**src/rtl/bfr_pkg.sv**
```systemverilog
package bfr_pkg;
  localparam int unsigned NUM_RELAYS  = 5;
  localparam int unsigned GATED_RELAY = 2;
  localparam int unsigned NUM_PHASES  = 3;
  localparam int unsigned TMR_W       = 16;

  typedef struct packed {
    logic inter;   // intertrip release
    logic busbar;  // bus-bar release
    logic rdback;  // readback release
  } rel_t;
endpackage

```
**src/rtl/bfr_release_logic.sv**
```systemverilog
module bfr_release_logic
  import bfr_pkg::*;
#(
  parameter int unsigned NPH = NUM_PHASES
) (
  input  logic           ext_block,
  input  logic           gen_trip,
  input  logic           fault_det,
  input  logic [NPH-1:0] phase_init,
  input  logic           blocked,
  output rel_t           rel_out,
  output logic           rel_fault
);
  rel_t raw;

  always_comb begin
    raw.inter  = fault_det & ~ext_block;
    raw.busbar = raw.inter & gen_trip;
    raw.rdback = raw.inter & gen_trip;
  end

  // plausibility uses the ungated levels so blocking cannot mask the fault
  assign rel_fault = (|raw) && (phase_init == '0);
  assign rel_out   = blocked ? '0 : raw;
endmodule

```
**src/rtl/bfr_fault_timer.sv**
```systemverilog
module bfr_fault_timer #(
  parameter int unsigned W = 16
) (
  input  logic         clk,
  input  logic         rst,
  input  logic         tick,
  input  logic         cond,
  input  logic [W-1:0] delay,
  output logic         expired
);
  logic [W-1:0] cnt;

  always_ff @(posedge clk) begin
    if (rst || !cond)
      cnt <= '0;
    else if (tick && (cnt < delay))
      cnt <= cnt + 1'b1;
  end

  assign expired = cond && (cnt >= delay);
endmodule

```
**src/rtl/bfr_block_latch.sv**
```systemverilog
module bfr_block_latch (
  input  logic clk,
  input  logic rst,
  input  logic enable,
  input  logic expired,
  input  logic mon_fault,
  input  logic clear,
  output logic q
);
  logic set_req;
  assign set_req = (enable && expired) || mon_fault;

  always_ff @(posedge clk) begin
    if (rst)          q <= 1'b0;
    else if (set_req) q <= 1'b1;
    else if (clear)   q <= 1'b0;
  end
endmodule

```
**src/rtl/bfr_relay_gate.sv**
```systemverilog
module bfr_relay_gate #(
  parameter int unsigned N = 5,
  parameter int unsigned G = 2
) (
  input  logic         arm,
  input  logic [N-1:0] cmd,
  input  logic [G-1:0] gate,
  output logic [N-1:0] drive
);
  for (genvar i = 0; i < N; i++) begin : g_relay
    if (i < G) begin : g_gated
      assign drive[i] = cmd[i] & arm & gate[i];
    end else begin : g_plain
      assign drive[i] = cmd[i] & arm;
    end
  end
endmodule

```
**src/rtl/bfr_trip_release.sv**
```systemverilog
module bfr_trip_release
  import bfr_pkg::*;
#(
  parameter int unsigned NRLY = NUM_RELAYS,
  parameter int unsigned NPH  = NUM_PHASES,
  parameter int unsigned TW   = TMR_W
) (
  input  logic            clk,
  input  logic            rst,
  input  logic            ms_tick,
  input  logic            ext_block,
  input  logic            gen_trip,
  input  logic            fault_det,
  input  logic [NPH-1:0]  phase_init,
  input  logic            sum_mon_fault,
  input  logic            blk_enable,
  input  logic [TW-1:0]   blk_delay,
  input  logic            blk_clear,
  input  logic            relay_arm,
  input  logic [NRLY-1:0] trip_cmd,
  output logic [NRLY-1:0] relay_drive,
  output logic [2:0]      rel_sts,
  output logic            int_block
);
  localparam int unsigned G = GATED_RELAY;

  rel_t         rel;
  logic         rel_fault;
  logic         expired;
  logic [G-1:0] gate;

  bfr_release_logic #(.NPH(NPH)) u_rel (
    .ext_block (ext_block),
    .gen_trip  (gen_trip),
    .fault_det (fault_det),
    .phase_init(phase_init),
    .blocked   (int_block),
    .rel_out   (rel),
    .rel_fault (rel_fault)
  );

  bfr_fault_timer #(.W(TW)) u_tmr (
    .clk    (clk),
    .rst    (rst),
    .tick   (ms_tick),
    .cond   (rel_fault),
    .delay  (blk_delay),
    .expired(expired)
  );

  bfr_block_latch u_blk (
    .clk      (clk),
    .rst      (rst),
    .enable   (blk_enable),
    .expired  (expired),
    .mon_fault(sum_mon_fault),
    .clear    (blk_clear),
    .q        (int_block)
  );

  assign gate = {rel.inter, rel.busbar};

  bfr_relay_gate #(.N(NRLY), .G(G)) u_gate (
    .arm  (relay_arm),
    .cmd  (trip_cmd),
    .gate (gate),
    .drive(relay_drive)
  );

  assign rel_sts = rel;
endmodule

```
**config.mk**
```make
export PLATFORM = sky130hd
export DESIGN_NAME = bfr_trip_release
export DESIGN_NICKNAME = d
export VERILOG_FILES = /design/src/rtl/bfr_pkg.sv /design/src/rtl/bfr_release_logic.sv /design/src/rtl/bfr_fault_timer.sv /design/src/rtl/bfr_block_latch.sv /design/src/rtl/bfr_relay_gate.sv /design/src/rtl/bfr_trip_release.sv
export SDC_FILE = /design/constraint.sdc
export NUM_CORES = 1
export LEC_CHECK = 0
export CAP_MARGIN = 0
export CORE_MARGIN = 2
export CORE_UTILIZATION = 40
export DETAILED_ROUTE_END_ITERATION = 8
export PLACE_DENSITY = 0.72
export SKIP_LAST_GASP = 1
export SYNTH_ARGS = -nofsm -noshare
export SYNTH_HDL_FRONTEND = slang
export SYNTH_SLANG_ARGS = --single-unit
```
**constraint.sdc**
```tcl
create_clock -name clk -period 2.4 [get_ports clk]
set_input_delay 0.36 -clock clk [delete_from_list [all_inputs] [get_ports clk]]
set_output_delay 0.36 -clock clk [all_outputs]
set_load 0.03 [all_outputs]
```
; Yosys cells after proc, flatten, opt, wreduce, memory -nomap -nowiden
; Index checks and enable logic that the tools add are counted.
[word_totals]
reg_bits = 17
inputBits = 34
out_inout_bits = 9
elab_cells = 28
[classes]
addsub = 1
n_lt_le_gt_ge = 2
n_mux = 3
bitwise_logic = 10
n_reduce_logical = 10
[op_table]
columns = operator, n
row1 = "16-bit by 1-bit adder with 16-bit output, second input constant", 1
row2 = 16-bit greater-or-equal comparator, 1
row3 = 16-bit < comparator, 1
row4 = 1-bit AND, 9
row5 = 1-bit logical AND, 4
row6 = 3-bit logical NOT, 1
row7 = 3-bit 2-to-1 mux, 1
row8 = 1-bit logical OR, 2
row9 = 1-bit 2-to-1 mux, 2
row10 = 2-bit nonzero test, 1
row11 = 2-bit OR reduction, 1
row12 = 1-bit logical NOT, 1
row13 = 1-bit inverter, 1

; Logic depth before layout (Yosys ltp)
[depth]
word_depth = 9
ltp_mapped = 10
mapped_depth_nobuf = 8

; By module
; A second synthesis with hierarchy kept.
[unflattened]
cells_unflattened = 167
area_unflattened_um2 = 1328.8
[by_module_without_submodules]
columns = mod, n_inst, cells_each, area_each_um2, seq_area_each_um2
row1 = bfr_fault_timer, 1, 153, 1192.4, 320.3
row2 = bfr_block_latch, 1, 4, 51.3, 20.0
row3 = bfr_release_logic, 1, 5, 50.0, 0.0
row4 = bfr_relay_gate, 1, 5, 35.0, 0.0

; Least setup slack after synthesis
; Ideal clock, no wire load.
[synth_path]
kind = in2out
from = input ext_block
to = output relay_drive[0]
arrival_ns = 1.764
required_ns = 2.040
setup_slack_ns = 0.276
path_stages = 4
path_buffers = 0
path_cell_list = nand2b_1 -> nor2_1 -> and2_1 -> and3_1
[synth_via]
elab_chain_len = 5
[synth_rtl]
columns = item, line
row1 = from (decl), bfr_trip_release.sv:11  ; input logic ext_block,
row2 = 1-bit inverter, bfr_release_logic.sv:17  ; raw.inter = fault_det & ~ext_block;
row3 = 1-bit AND, bfr_release_logic.sv:17
row4 = 1-bit AND, bfr_release_logic.sv:18  ; raw.busbar = raw.inter & gen_trip;
row5 = 3-bit 2-to-1 mux, bfr_release_logic.sv:24  ; assign rel_out = blocked ? '0 : raw;
row6 = 1-bit AND, bfr_relay_gate.sv:12  ; assign drive[i] = cmd[i] & arm & gate[i];
row7 = to (decl), bfr_trip_release.sv:21  ; output logic [NRLY-1:0] relay_drive,
; No other way between the ends.

; Worst setup path after layout
[layout_path]
from = input blk_delay[3]
to = register u_tmr.cnt[9]
[layout_via]
elab_chain_len = 2
[layout_rtl]
columns = item, line
row1 = from (decl), bfr_trip_release.sv:17  ; input logic [TW-1:0] blk_delay,
row2 = 16-bit < comparator, bfr_fault_timer.sv:16  ; else if (tick && (cnt < delay))
row3 = 1-bit logical AND, bfr_fault_timer.sv:16
row4 = to (signal assigned), bfr_fault_timer.sv:17  ; cnt <= cnt + 1'b1;
row5 = to (decl), bfr_fault_timer.sv:11  ; logic [W-1:0] cnt;
; No other way between the ends.
; A chain may end at the register's enable or synchronous reset.

==> impl_metrics.py <==
metrics = {
    "sta": {
        "fin_worst_skew_ps": 2.96,
        "worstMarginPinSlew_ps": 384,
        "setup_viol_count_final": 0,
        "drv_slew": 0,
        "whs_ps": 536,
        "max-slew-margin-rel_pct": 74.4,
        "period_share_pct": 98.1,
        "final_hold_viol_count": 0,
        "fmax_mhz": 425,
        "finalCriticalPeriod_ps": 2350,
    },
    "cts": {
        "ctsHoldBuffers": 0,
        "cts_buffers": 3,
        "ctsHtreeMaxLevel": 1,
        "cts-root-buf": "clkbuf_4",
        "worst_skew_pair.late_latency_ps": 290,
        "cts_tree": "yes",
        "ctsLongestPathBuffers": 2,
        "clkSinkCount": 17,
        "path_clk_slew_ps": 100,
    },
    "power": {
        "combPwrFrac_pct": 24.7,
        "leakagePower_nw": 0.846,
        "p_per_area_nw_per_um2": 284,
        "swShare_pct": 25.5,
        "vdd.ir_drop.worst_uv": 174,
        "clkPwrFrac_pct": 26.5,
        "seq_power_share_pct": 48.8,
        "p_switching_uw": 149,
        "power.internal_uw": 434,
    },
    "global_route": {
        "grt_usage_pct": 20.2,
        "grt_pass1_vias": 1334,
        "grt_overflow": 0,
        "grt_pass1_wl_um": 5640,
        "grt_max_degree": 16,
        "antenna_found_initial": 0,
    },
    "synthesis": {
        "synth_top_flop_cell": "dfxtp_1",
        "synth_top_cell_area_share_pct": 26.6,
        "synth_fa_ha_area_share_pct": 16.6,
        "ys_types": 32,
        "synth_compound_area_share_pct": 17.6,
        "synth_edf_count": 0,
        "synthMuxAreaShare_pct": 0.783,
        "yosys.area_share.simple_pct": 29.8,
        "synth.area.top_cells": "dfxtp_1, ha_1, a21oi_1, inv_1, nand2_1",
        "synthArstFlopShare_pct": 0,
        "synth_cells": 168,
        "seq_area_frac_synth_pct": 26.6,
        "synth_top_family_by_area": "simple AND/OR/NAND/NOR gates",
        "synth_top_area_cell": "dfxtp_1",
        "syn_avg_cell_area_sq_um": 7.61,
        "synthesis.nets": 219,
        "netlist_area_sq_um": 1280,
        "yosysWarningCount": 0,
        "synth_xor_xnor_area_share_pct": 0.685,
        "ys_seq_elements": 17,
    },
    "route": {
        "routed_wl_um": 3840,
        "antenna_left": 0,
        "first_pass_iters": 4,
        "num_vias": 1461,
        "avgRoutedWirePerCell_um": 14.2,
        "drt_iter0_markers": 50,
        "drc": 0,
        "via_per_inst": 5.39,
    },
    "placement": {
        "numPortBuffers": 42,
        "post_dp_cell_area_sq_um": 1810,
        "post-dp-hpwl_um": 2730,
        "routabilityCongestion": 0.791,
    },
    "critical_path": {
        "end_kind": "flip-flop",
        "crit_chain": "clkdlybuf4s50_1 -> inv_1 -> ha_1 -> a21o_1 -> o21ai_2 -> nand4_1 -> buf_6 -> buf_4 -> o31ai_1 -> a21oi_1",
        "critical_path_class": "primary input to flip-flop",
        "cp-start-kind": "primary input",
        "arrival_ps": 2520,
        "crit_fanout": 7,
        "slowest_delay_ps": 460,
        "critical_path_required_ps": 2570,
        "cp_slowest_cell": "clkdlybuf4s50_1",
    },
    "cells_and_area": {
        "design_area_sq_um": 2050,
        "area_delta_synth_final_pct": 60.6,
        "fill_cells": 259,
        "final_util_pct": 67.3,
        "n_antenna_cell": 0,
        "drive_above_1_share_pct": 21.1,
        "fin_nets": 279,
    },
    "die": {
        "start_util_pct": 41.9,
        "core_sq_um": 3050,
        "dieArea_sq_um": 3670,
        "io_pins": 43,
        "die_x_um": 60.5,
        "die_h_um": 60.5,
        "num_rows": 20,
    },
    "job": {
        "drv_cap": 0,
    },
    "hold_path": {
        "hp-class": "flip-flop to flip-flop",
    },
    "outcome": {
        "status": "complete, no violations",
    },
}
[area by class of cell]
type	count	area (sq um)	area share, %
multi-input combinational	127	982	47.8
timing repair buffer	60	578	28.2
sequential	17	340	16.6
inverter	19	71.3	3.47
tap	44	55.1	2.68
clock buffer	4	26.3	1.28
[layout by cell type (no fill, tap or decap), types with 2 or more instances in the layout]
cell type and n:
inv_2 3, or4_4 3, nand2b_1 3, and3_1 4, a21oi_1 15, o21ai_1 4
dfxtp_1 17, ha_1 12, dlymetal6s2s_1 4, or4_1 3, nand3_1 8, clkbuf_4 3
buf_4 15, clkdlybuf4s50_1 37, and2_1 5, nand2_1 11, nand4_1 6, a21oi_2 4
nor3_2 3, buf_6 4, o211ai_1 3, inv_1 16, o21ai_0 5, o31ai_1 2
or3_1 6, nand2_2 3, nor2_1 8, ha_4 5
[cell usage after synthesis (all sizes together) (2+ instances only)]
| cell type | instances |
|---|---|
| a21oi | 19 |
| and2 | 5 |
| and3 | 4 |
| buf | 4 |
| dfxtp | 17 |
| ha | 17 |
| inv | 19 |
| nand2 | 14 |
| nand2b | 3 |
| nand3 | 8 |
| nand4 | 6 |
| nor2 | 8 |
| nor3 | 3 |
| nor4 | 2 |
| o211ai | 3 |
| o21ai | 10 |
| o31ai | 3 |
| or3 | 7 |
| or4 | 6 |
[worst paths after layout]
check                           cells after the start  slack (ps)                        from                   endpoint
worst min-delay path                                2         540   u_tmr.cnt[9]$_SDFFE_PP0P_  u_tmr.cnt[9]$_SDFFE_PP0P_
worst max-delay path                               10          50                blk_delay[3]  u_tmr.cnt[9]$_SDFFE_PP0P_
worst max register to register                      9         100  u_tmr.cnt[13]$_SDFFE_PP0P_  u_tmr.cnt[9]$_SDFFE_PP0P_
worst min register to register                      2         540   u_tmr.cnt[9]$_SDFFE_PP0P_  u_tmr.cnt[9]$_SDFFE_PP0P_
[per-layer routing]
| layer | global-route usage, % | part of all wire (%) | up-vias |
|---|---|---|---|
| li1 | - | - | 730 |
| met1 | 25.9 | 42 | 681 |
| met2 | 35.4 | 52 | 44 |
| met3 | 2.13 | 4.5 | 6 |
| met4 | 6.52 | 1.3 | 0 |
| met5 | 0 | 0 | - |
[flip-flops by register name, indices dropped and copies added (netlist names)]
signal / count
u_blk.q: 1
u_tmr.cnt: 16
[stage by stage]
stage	power (mW)	setup TNS (ps)	std cells	setup slack (ps)
floorplan	0.337	0	168	276
global placement	0.412	-5780	260	-436
detailed placement	0.417	-6790	260	-481
CTS	0.570	0	265	9.73
global route	0.612	-288	271	-41.8
finish	0.583	0	271	45.7
[power groups by stage]
stage	logic (mW)	clock network [mW]	registers, mW
detailed placement	0.126	0	0.291
global route	0.156	0.172	0.285
floorplan	0.0447	0	0.293
CTS	0.131	0.155	0.284
global placement	0.122	0	0.291
finish	0.144	0.154	0.284
[timing repair]
item | CTS | global route
setup buffers | 1 | 5
gates cloned | 0 | 1
pin swaps | 3 | 19
endpoints found under the setup margin | 15 | 17
gates resized for setup | 3 | 33
[worst max-delay path, delay by kind of cell]
family          cells  cell delay (ps)
buf+inv             4              870
simple gates        1              250
fa+ha+maj           1              310
compound gates      4              720
[cells by family after synthesis]
| family | Yosys count |
|---|---|
| AND/OR/NAND/NOR | 69 |
| AO/OA/AOI/OAI | 39 |
| buffers and inverters | 24 |
| adder cells (fa/ha/maj) | 17 |
| flip-flops | 17 |
| XOR/XNOR | 1 |
| multiplexers | 1 |
No activity file was read; power rests on OpenSTA's default activity.
